File: src/rtl/pingpong_dma_chan.sv
module pingpong_dma_chan #(
  parameter int ADDR_W = 32,
  parameter int CNT_W  = 13,
  parameter int MODE_W = 8
) (
  input  logic              clk,
  input  logic              rst_n,
  input  logic              reg_we,
  input  logic [4:0]        reg_addr,
  input  logic [31:0]       reg_wdata,
  output logic [31:0]       reg_rdata,
  output logic              mem_req,
  output logic [ADDR_W-1:0] mem_addr,
  output logic              mem_write,
  input  logic              mem_ack,
  output logic              irq
);
  localparam logic [4:0] OFF_MODE = 5'h00;
  localparam logic [4:0] OFF_SET  = 5'h04;
  localparam logic [4:0] OFF_CLR  = 5'h08;
  localparam logic [4:0] OFF_STAT = 5'h0C;
  localparam logic [4:0] OFF_SLOT = 5'h10;

  logic [7:0]        stat, stat_nxt;
  logic [MODE_W-1:0] mode;
  logic [ADDR_W-1:0] sa [2];
  logic [CNT_W-1:0]  sc [2];

  logic act, act_armed, busy, beat, fin;
  logic [CNT_W-1:0] cur_cnt;

  assign act       = stat[7];
  assign act_armed = act ? stat[6] : stat[4];
  assign busy      = stat[0] & act_armed;
  assign cur_cnt   = sc[act];
  assign mem_req   = busy && (cur_cnt != '0);
  assign mem_addr  = sa[act];
  assign mem_write = mode[0];
  assign beat      = mem_req & mem_ack;
  assign fin       = busy & ((cur_cnt == '0) | (beat & (cur_cnt == CNT_W'(1))));
  assign irq       = stat[1] & (stat[2] | stat[3] | stat[5]);

  wire wr_set = reg_we && reg_addr == OFF_SET;
  wire wr_clr = reg_we && reg_addr == OFF_CLR;

  always_comb begin
    stat_nxt = stat;
    if (fin) begin
      if (act) begin
        stat_nxt[6] = 1'b0;
        stat_nxt[5] = 1'b1;
      end else begin
        stat_nxt[4] = 1'b0;
        stat_nxt[3] = 1'b1;
      end
      stat_nxt[7] = ~stat[7];
    end
    if (wr_set) stat_nxt[6:0] = stat_nxt[6:0] | reg_wdata[6:0];
    if (wr_clr) stat_nxt[6:0] = stat_nxt[6:0] & ~reg_wdata[6:0];
  end

  always_ff @(posedge clk) begin
    if (!rst_n) begin
      stat <= '0;
      mode <= '0;
      for (int s = 0; s < 2; s++) begin
        sa[s] <= '0;
        sc[s] <= '0;
      end
    end else begin
      stat <= stat_nxt;
      if (reg_we && reg_addr == OFF_MODE) mode <= reg_wdata[MODE_W-1:0];
      for (int s = 0; s < 2; s++) begin
        if (reg_we && reg_addr == OFF_SLOT + 5'(8*s))
          sa[s] <= {reg_wdata[ADDR_W-1:2], 2'b00};
        else if (beat && act == 1'(s))
          sa[s] <= sa[s] + ADDR_W'(1);
        if (reg_we && reg_addr == OFF_SLOT + 5'(8*s + 4))
          sc[s] <= reg_wdata[CNT_W-1:0];
        else if (beat && act == 1'(s))
          sc[s] <= sc[s] - CNT_W'(1);
      end
    end
  end

  always_comb begin
    case (reg_addr)
      OFF_MODE:                   reg_rdata = 32'(mode);
      OFF_SET, OFF_CLR, OFF_STAT: reg_rdata = 32'(stat);
      5'h10:                      reg_rdata = 32'(sa[0]);
      5'h14:                      reg_rdata = 32'(sc[0]);
      5'h18:                      reg_rdata = 32'(sa[1]);
      5'h1C:                      reg_rdata = 32'(sc[1]);
      default:                    reg_rdata = '0;
    endcase
  end

  assert_addr_hold_R5: assert property (@(posedge clk) disable iff (!rst_n)
    mem_req && !mem_ack && !reg_we |=> mem_req && $stable(mem_addr));
  assert_addr_step_R5: assert property (@(posedge clk) disable iff (!rst_n)
    mem_req && mem_ack && !reg_we && cur_cnt > CNT_W'(1)
    |=> mem_req && mem_addr == $past(mem_addr) + ADDR_W'(1));
  assert_ptr_quiet_R6: assert property (@(posedge clk) disable iff (!rst_n)
    !busy |=> $stable(stat[7]));
  assert_last_beat_R6: assert property (@(posedge clk) disable iff (!rst_n)
    mem_req && mem_ack && cur_cnt == CNT_W'(1) |=> stat[7] != $past(stat[7]));
  assert_irq_ack_R8: assert property (@(posedge clk) disable iff (!rst_n)
    wr_clr && reg_wdata[2] && reg_wdata[3] && reg_wdata[5] |=> !irq);
  assert_pause_R9: assert property (@(posedge clk) disable iff (!rst_n)
    !stat[0] |-> !mem_req);
  assert_zero_cnt_R11: assert property (@(posedge clk) disable iff (!rst_n)
    busy && cur_cnt == '0 && !reg_we |-> !mem_req ##1 stat[7] != $past(stat[7]));
endmodule

File: config.mk
export PLATFORM = sky130hd
export DESIGN_NAME = pingpong_dma_chan
export DESIGN_NICKNAME = d
export VERILOG_FILES = /design/src/rtl/pingpong_dma_chan.sv
export SDC_FILE = /design/constraint.sdc
export NUM_CORES = 1
export LEC_CHECK = 0
export ABC_CLOCK_PERIOD_IN_PS = 3980
export BUFFER_PORTS_ARGS = -buffer_cell sky130_fd_sc_hd__buf_4
export CAP_MARGIN = 10
export CORE_MARGIN = 2
export CORE_UTILIZATION = 55
export CTS_CLUSTER_DIAMETER = 50
export DETAILED_ROUTE_END_ITERATION = 16
export MAX_ROUTING_LAYER = met4
export PLACE_DENSITY = 0.83
export SLEW_MARGIN = 25
export SYNTH_ARGS = -nofsm -noshare
export SYNTH_HDL_FRONTEND = slang
export SYNTH_SLANG_ARGS = --single-unit
File: constraint.sdc
create_clock -name clk -period 3.98 [get_ports clk]
set_input_delay 0.199 -clock clk [delete_from_list [all_inputs] [get_ports clk]]
set_output_delay 0.199 -clock clk [all_outputs]
set_load 0.03 [all_outputs]
==> flow_summary.yaml, run 1 <==
sta:
  fin_hold_ws_ps: 63.84
  max_freq_mhz: 341.2
  setup_viol: 0
  setup_tns_ps: 0
  hold_viol: 0
  worstMarginPinSlew_ps: 963.8
  maxSlewViolCount: 0
  rsz0062_at_grt: "no"
  min_period_over_period_pct: 73.63
  min_period_ps: 2930
  relSlewSlack_pct: 35.59
  fin_worst_skew_ps: 9.551
die:
  die_h_um: 121.9
  num_io_pins: 108
  die-area_um2: 14850
  row_count: 43
  die_x_um: 121.9
  coreArea_um2: 13720
  start_util_pct: 55.70
setup_path:
  critical_path_class: "reg -> reg"
  worstPathArrival_ps: 3040
  critPathRequiredTime_ps: 4090
  cp-end-kind: "register"
  cp-start-kind: "register"
  cp_max_fo: 49
finish:
  area_growth_pct: 15.52
  fin_nets: 898
  layout_common_cells: "122 x buf_4, 90 x edfxtp_1, 66 x a21oi_1"
  nFillCells: 1121
  layout_commonest_cell: "buf_4"
  fin_area_um2: 8828
  drive_above_1_share_pct: 22.73
  fin_cells: 1038
  diodes: 0
synth:
  netlist_instances: 781
  yosysWarnings: 0
  synth-edff-count: 90
  syn_area_per_cell_um2: 9.785
  synth.area.mux_share_pct: 10.97
  yosysSeqAreaShare_pct: 39.82
  synthArstFlopShare_pct: 0
  synthAdderAreaFrac_pct: 0.6549
  synth_compound_area_share_pct: 20.09
  synth_seq_cells: 107
  synth_ff_type: "edfxtp_1"
  synth_xor_xnor_area_share_pct: 9.398
  synth_simple_gate_area_share_pct: 14.96
  syn-num-nets: 826
  ys_types: 54
  synth_top_family_by_area: "compound AO/OA/AOI/OAI gates"
  synth_area_um2: 7642
power:
  clkPwrFrac_pct: 32.8
  power_density_nw_per_um2: 294.3
  p_sw_mw: 0.7389
  max-vdd-ir-drop_mv: 0.1483
  p_sw_share_pct: 28.44
  leakage_nw: 3.110
  comb_power_share_pct: 14.8
  internal_power_mw: 1.859
  p_seq_share_pct: 52.5
clock_tree:
  numCtsBuffers: 9
  path_clk_slew_ps: 80
  cts_hold_buf: 0
  tritoncts: "done"
  clock_latency_ps: 370
  clock_sinks: 107
  postCtsSetupBuffers: 0
  h-tree-depth: 3
  cts_root_buffer: "clkbuf_16"
  cts_resized: 0
  clock_path_buffers: 2
drt:
  dr.pass1.iters: 7
  drcViolationCount: 0
  vias: 7068
  detail_route.iter0.violations: 918
  post_drt_via_cell_ratio: 6.809
  ant_nets: 0
  wirelength_mm: 22.54
  post_drt_wl_per_cell_um: 21.72
global_route:
  grt_max_degree: 50
  grt_pass1_wl_mm: 34.89
  first_global_vias: 6370
  antenna_found_initial: 0
  grt_overflow: 0
  grt_usage_pct: 31.30
place:
  io_buffers: 107
  placed_area_um2: 8564
  place_inst: 1022
  hpwl_mm: 15.49
  place.gp.congestion: 0.9122
flow_run:
  cap_violations: 0
worst_hold_path:
  hold_path_class: "in -> reg"
outcome:
  status: "finished, final reports clean"
==> per-stage QoR <==
step | worst slack, ps | power [mW] | utilization [%]
final | 1050 | 2.598 | 64.35
after global routing | 887.4 | 2.663 | 64.35
after CTS | 1150 | 2.590 | 64.35
after detailed placement | 1158 | 1.760 | 62.43
after global placement | 1168 | 1.751 | 62.38
after floorplan | 1326 | 1.595 | -
==> critical path, cell delays in order, from the launching register on <==
cell and delay (ps):
edfxtp_1 510, nor4_1 620, a22o_2 280, o211a_1 430, o32a_2 400, buf_12 270
o22ai_1 130
==> power by group through the flow <==
stage                     logic, mW  registers [mW]  clock network, mW
after CTS                     0.380            1.36              0.852
after global placement        0.372            1.38                  0
final                         0.384            1.36              0.851
after detailed placement      0.377            1.38                  0
after global routing          0.406            1.37              0.886
after floorplan               0.244            1.35                  0
==> metal layers <==
| metal | vias to the layer above | wire length, um | track usage, % |
|---|---|---|---|
| li1 | 3171 | - | - |
| met1 | 3414 | 8937 | 40.73 |
| met2 | 422 | 10870 | 49.13 |
| met3 | 61 | 2031 | 4.728 |
| met4 | 0 | 701 | 13.07 |
| met5 | - | 0 | - |
==> path summary, 6_finish.rpt <==
path                            depth (start not counted)         to  slack, ps         start
worst max-delay path                                    6  sa[1][14]       1050      sc[1][4]
worst min-delay path                                    2   register         60  reg_wdata[0]
worst max register to register                          6  sa[1][14]       1050      sc[1][4]
worst min register to register                          2    mode[6]        510       mode[6]
==> state kept, by name, summed over array words and instances, names as in the netlist, named ones only <==
name and count:
mode 8, sa 64, stat 5, sc 26
==> cell type report <==
| cell class | count | area (um2) | share of cell area (%) |
|---|---|---|---|
| well taps | 180 | 225.2 | 2.551 |
| inverters | 14 | 52.55 | 0.5952 |
| clock inverters | 4 | 27.53 | 0.3118 |
| repair buffers | 123 | 935.9 | 10.60 |
| flip-flops and latches | 107 | 3044 | 34.48 |
| multi-input cells | 598 | 4307 | 48.78 |
| clock buffers | 12 | 236.5 | 2.679 |
==> synthesized netlist by cell type, types with 4 or more instances <==
| cell type | count | share of area, % |
|---|---|---|
| or3_1 | 4 | 0.33 |
| ha_1 | 4 | 0.65 |
| buf_1 | 6 | 0.29 |
| a22o_1 | 20 | 2.3 |
| o211ai_1 | 16 | 1.6 |
| nand4_1 | 21 | 1.7 |
| nand3_1 | 25 | 1.6 |
| edfxtp_1 | 90 | 35 |
| o21ai_0 | 43 | 2.8 |
| o22ai_1 | 31 | 2.5 |
| nor3_1 | 18 | 1.2 |
| nand2_1 | 43 | 2.1 |
| mux4_2 | 12 | 3.5 |
| xor2_1 | 43 | 4.9 |
| mux2i_1 | 23 | 3.0 |
| clkbuf_1 | 35 | 1.7 |
| buf_2 | 19 | 1.2 |
| dfxtp_1 | 17 | 4.5 |
| a211oi_1 | 46 | 4.5 |
| and4_1 | 7 | 0.80 |
| nor2_1 | 41 | 2.0 |
| mux2_2 | 30 | 4.4 |
| and3_1 | 17 | 1.4 |
| xnor2_1 | 39 | 4.5 |
| and2_1 | 4 | 0.33 |
| inv_1 | 13 | 0.64 |
| nor4_1 | 11 | 0.90 |
| a21oi_1 | 66 | 4.3 |
==> logic make-up (layout without fill, tap and decap cells) <==
group | after synthesis | count (layout)
AO/OA/AOI/OAI | 238 | 238
XOR/XNOR | 82 | 82
flip-flops | 107 | 107
multiplexers | 65 | 65
adder cells (fa/ha/maj) | 4 | 4
AND/OR/NAND/NOR | 209 | 209
buffers and inverters | 76 | 153
(Power assumes the default switching activity.)
==> run 2: changes to the inputs <==
--- a/config.mk
+++ b/config.mk
@@ -5,7 +5,7 @@
 export SDC_FILE = /design/constraint.sdc
 export NUM_CORES = 1
 export LEC_CHECK = 0
-export ABC_CLOCK_PERIOD_IN_PS = 3980
+export ABC_CLOCK_PERIOD_IN_PS = 2900
 export BUFFER_PORTS_ARGS = -buffer_cell sky130_fd_sc_hd__buf_4
 export CAP_MARGIN = 10
 export CORE_MARGIN = 2
==> constraint.sdc (replaced) <==
create_clock -name clk -period 2.9 [get_ports clk]
set_input_delay 0.145 -clock clk [delete_from_list [all_inputs] [get_ports clk]]
set_output_delay 0.145 -clock clk [all_outputs]
set_load 0.03 [all_outputs]
==> flow_summary.yaml, run 2 (same netlist as run 1, synthesis figures left out) <==
setup_path:
  cp-end-kind: "register"
  rr_worst_depth: 6
  slowest_delay_ps: 510
  r2r-start: "sc[1][4]"
  reg2reg_slack_ps: 240
  r2r-end: "sc[0][0]"
  critPathBufInv: 1
  worstPathArrival_ps: 2850
  cp-start-kind: "register"
  critical_path_class: "reg -> reg"
  critPathRequiredTime_ps: 3080
  cp_max_fo: 45
  worst_path_max_delay_cell: "edfxtp_1"
  crit_chain: "nor4_1, a22o_2, o211ai_1, buf_4, and2_1, a211oi_1"
  path_delay_family: "simple AND/OR/NAND/NOR gates"
global_route:
  first_global_vias: 6428
  grt_use_met3_pct: 3.792
  grt_max_degree: 61
  gr-usage-met1_pct: 41.65
  antenna_found_initial: 0
  busiest_layer: "met2"
  grt_overflow: 0
  grt_pass1_wl_mm: 34.60
  use_met2_pct: 48.99
  grt_usage_pct: 31.18
sta:
  fin_hold_ws_ps: 13.61
  min_period_ps: 2663
  relSlewSlack_pct: 43.15
  rsz0062_at_grt: "no"
  hold_viol: 0
  min_period_over_period_pct: 91.82
  fin_worst_skew_ps: 11.46
  setup_tns_ps: 0
  max_freq_mhz: 375.5
  worstMarginPinSlew_ps: 851.0
  maxSlewViolCount: 0
  setup_viol: 0
finish:
  drive_above_1_share_pct: 23.88
  final_util_pct: 65.24
  reg_top3: "sa (64), sc (26), mode (8)"
  largest_register_ff_count: 64
  top_register: "sa"
  fin_cells: 1047
  layout_commonest_cell: "buf_4"
  diodes: 0
  layout_common_cells: "131 x buf_4, 90 x edfxtp_1, 66 x a21oi_1"
  fin_nets: 907
  area_growth_pct: 17.13
die:
  die_x_um: 121.9
  start_util_pct: 55.70
  die_h_um: 121.9
  num_io_pins: 108
  die-area_um2: 14850
  row_count: 43
  coreArea_um2: 13720
clock_tree:
  numCtsBuffers: 9
  h-tree-depth: 3
  cts_root_buffer: "clkbuf_16"
  clock_sinks: 107
  path_clk_slew_ps: 70
  clock_path_buffers: 2
  clock_latency_ps: 360
  cts_hold_buf: 0
  tritoncts: "done"
drt:
  vias: 7019
  ant_nets: 0
  detail_route.iter0.violations: 818
  wirelength_mm: 22.45
  dr.pass1.iters: 5
  drcViolationCount: 0
  post_drt_wl_per_cell_um: 21.44
  post_drt_via_cell_ratio: 6.704
flow_run:
  cap_violations: 0
power:
  power.total_mw: 3.735
  max-vdd-ir-drop_mv: 0.2980
  leakage_nw: 3.174
  power_density_nw_per_um2: 417.3
place:
  place_inst: 1031
  hpwl_mm: 15.46
  io_buffers: 107
  place.gp.congestion: 0.9256
worst_hold_path:
  holdCritStartpoint: "reg_wdata[0]"
  whs_path_depth: 2
  hold_path_class: "in -> reg"
outcome:
  status: "finished, final reports clean"
[run 2: cell types whose count changed in the layout (fill, tap and decap cells not counted), moves of 2 or more]
cell and delta:
buf_4 +9, bufinv_16 +2, clkbuf_1 -3, clkinvlp_4 +2
[run 2: cell type report]
| type | count | area [um2] |
|---|---|---|
| Sequential cell | 107 | 3044 |
| Multi-Input combinational cell | 598 | 4308 |
| Clock buffer | 9 | 225.2 |
| Tap cell | 180 | 225.2 |
| Clock inverter | 7 | 92.59 |
| Inverter | 14 | 52.55 |
| Fill cell | 1117 | 4768 |
| Timing Repair Buffer | 132 | 1003 |
[run 2: per-stage QoR]
step | setup slack [ps] | cell area (um2)
floorplan | 246.1 | 7642
global placement | 402.3 | 8618
detailed placement | 309.0 | 8627
CTS | 274.8 | 8945
global route | 54.15 | 8951
finish | 237.1 | 8951
[run 2: timing repair]
action                     CTS  global route
gates resized for setup      0             1
buffers inserted             0             0
setup endpoints to repair    0             1
[run 2: power by group]
group / total, mW / switching (mW) / internal (mW)
sequential: 1.87 / 0.124 / 1.74
clock: 1.33 / 0.579 / 0.754
combinational: 0.536 / 0.310 / 0.226
[run 2: routing by layer]
| layer | up-vias | part of all wire, % |
|---|---|---|
| met5 | - | 0 |
| met4 | 0 | 2.6 |
| met3 | 51 | 9.6 |
| met2 | 457 | 48 |
| met1 | 3327 | 40 |
| li1 | 3184 | - |
[run 2: worst max-delay path by stage]
stage	startpoint	slack (ps)	cells past startpoint	to
floorplan	sc[0][2]	250	7	sa[0][0]
detailed placement	sc[1][8]	310	6	sc[0][3]
global placement	sc[1][4]	400	6	sc[0][0]
global route	sc[1][9]	50	6	sc[0][4]
CTS	sc[1][8]	270	6	sc[0][0]
finish	sc[1][4]	240	6	sc[0][0]
==> run 3: changes to the inputs <==
--- a/config.mk
+++ b/config.mk
@@ -10,6 +10,7 @@
 export CAP_MARGIN = 10
 export CORE_MARGIN = 2
 export CORE_UTILIZATION = 55
+export CTS_BUF_LIST = sky130_fd_sc_hd__clkbuf_4
 export CTS_CLUSTER_DIAMETER = 50
 export DETAILED_ROUTE_END_ITERATION = 16
 export MAX_ROUTING_LAYER = met4
==> flow_summary.yaml, run 3 (same netlist as run 1, synthesis figures left out) <==
setup_path:
  worstPathArrival_ps: 2980
  cp_max_fo: 45
  crit_chain: "nor4_4, a22o_2, o211ai_1, buf_4, and2_1, a211oi_1"
  critical_path_class: "reg -> reg"
  critPathRequiredTime_ps: 3220
  cp-end-kind: "register"
  worst_path_max_delay_cell: "edfxtp_1"
  slowest_delay_ps: 520
  path_delay_family: "simple AND/OR/NAND/NOR gates"
  critPathBufInv: 1
  cp-start-kind: "register"
clock_tree:
  path_clk_slew_ps: 170
  clock_latency_ps: 500
  tritoncts: "done"
  numCtsBuffers: 9
  cts_root_buffer: "clkbuf_4"
  h-tree-depth: 3
  clock_sinks: 107
  clock_path_buffers: 2
sta:
  maxSlewViolCount: 0
  hold_viol: 0
  min_period_over_period_pct: 91.82
  relSlewSlack_pct: 43.88
  setup_viol: 0
  worstMarginPinSlew_ps: 841.6
  setup_tns_ps: 0
  min_period_ps: 2663
  fin_worst_skew_ps: 14.99
  rsz0062_at_grt: "no"
  max_freq_mhz: 375.6
finish:
  largest_register_ff_count: 64
  drive_above_1_share_pct: 23.66
  fin_cells: 1055
  top_register: "sa"
  layout_commonest_cell: "buf_4"
  nFillCells: 1142
  fin_nets: 915
  diodes: 0
  final_util_pct: 64.68
  layout_common_cells: "131 x buf_4, 90 x edfxtp_1, 66 x a21oi_1"
  reg_top3: "sa (64), sc (26), mode (8)"
  area_growth_pct: 16.11
drt:
  dr.pass1.iters: 5
  route.met2.wl_mm: 10.77
  route.top_layer_used: "met4"
  met1Wirelength_mm: 8.686
  post_drt_via_cell_ratio: 6.735
  wl_met3_mm: 2.248
  ant_nets: 0
  detail_route.iter0.violations: 923
  drcViolationCount: 0
  vias: 7105
  post_drt_wl_per_cell_um: 21.11
  wirelength_mm: 22.27
power:
  max-vdd-ir-drop_mv: 0.2840
  leakage_nw: 3.138
  power_density_nw_per_um2: 369.1
  power.total_mw: 3.275
die:
  die_h_um: 121.9
  row_count: 43
  coreArea_um2: 13720
  start_util_pct: 55.70
  die-area_um2: 14850
  die_x_um: 121.9
  num_io_pins: 108
global_route:
  first_global_vias: 6438
  grt_usage_pct: 30.67
  antenna_found_initial: 0
  grt_overflow: 0
  grt_max_degree: 61
  grt_pass1_wl_mm: 34.18
place:
  place.gp.congestion: 0.9256
  hpwl_mm: 15.46
  place_inst: 1031
  io_buffers: 107
outcome:
  status: "finished, final reports clean"
flow_run:
  cap_violations: 0
worst_hold_path:
  hold_path_class: "in -> reg"
## run 3: changes by cell type in the layout (fill, tap and decap cells not counted), sizes merged
| cell | previous run | this run |
|---|---|---|
| dlygate4sd3 | 0 | 8 |
## run 3: through the flow
step           hold WS, ps  area [um2]  setup WS [ps]
2_1_floorplan        233.1        7642          246.1
3_3_place_gp         381.3        8618          402.3
3_5_place_dp         384.3        8627          309.0
4_1_cts              13.94        8867          279.2
5_1_grt              42.97        8874          57.37
6_report             38.38        8874          237.3
## run 3: layout make-up
| class | count | area [um2] | area share, % |
|---|---|---|---|
| inverter | 14 | 52.55 | 0.5922 |
| clock buffer | 9 | 67.56 | 0.7614 |
| timing repair buffer | 140 | 1084 | 12.21 |
| tap | 180 | 225.2 | 2.538 |
| multi-input combinational | 598 | 4308 | 48.55 |
| sequential | 107 | 3044 | 34.31 |
| clock inverter | 7 | 92.59 | 1.043 |
## run 3: worst reg2reg max path, stage by stage, from the launching register on
cell and delay (ps):
edfxtp_1 520, nor4_4 450, a22o_2 260, o211ai_1 210, buf_4 370, and2_1 380
a211oi_1 310
## run 3: report_power, final
group	leakage (nW)	switching [mW]	internal, mW
combinational	2.06	0.311	0.233
clock	0.0796	0.520	0.346
sequential	0.999	0.123	1.74
## run 3: path summary, 6_finish.rpt
| check | endpoint | cells after the start | slack, ps | startpoint |
|---|---|---|---|---|
| worst max-delay path | sc[0][1] | 6 | 240 | sc[0][2] |
| worst min-delay path | sa[1][28] | 3 | 40 | reg_wdata[28] |
| worst max register to register | sc[0][1] | 6 | 240 | sc[0][2] |
| worst min register to register | mode[5] | 2 | 520 | mode[5] |
## run 3: routing by layer
| metal | GRT usage [%] | vias to the layer above |
|---|---|---|
| met5 | - | - |
| met4 | 11.35 | 0 |
| met3 | 2.996 | 52 |
| met2 | 48.81 | 461 |
| met1 | 41.05 | 3390 |
| li1 | - | 3202 |
## run 3: timing repair
item / 4_1_cts / 5_1_grt
buffers inserted: 0 / 0
gates resized for setup: 0 / 1
endpoints found under the hold margin: 15 / 0
hold buffers: 8 / 0
endpoints found under the setup margin: 0 / 6
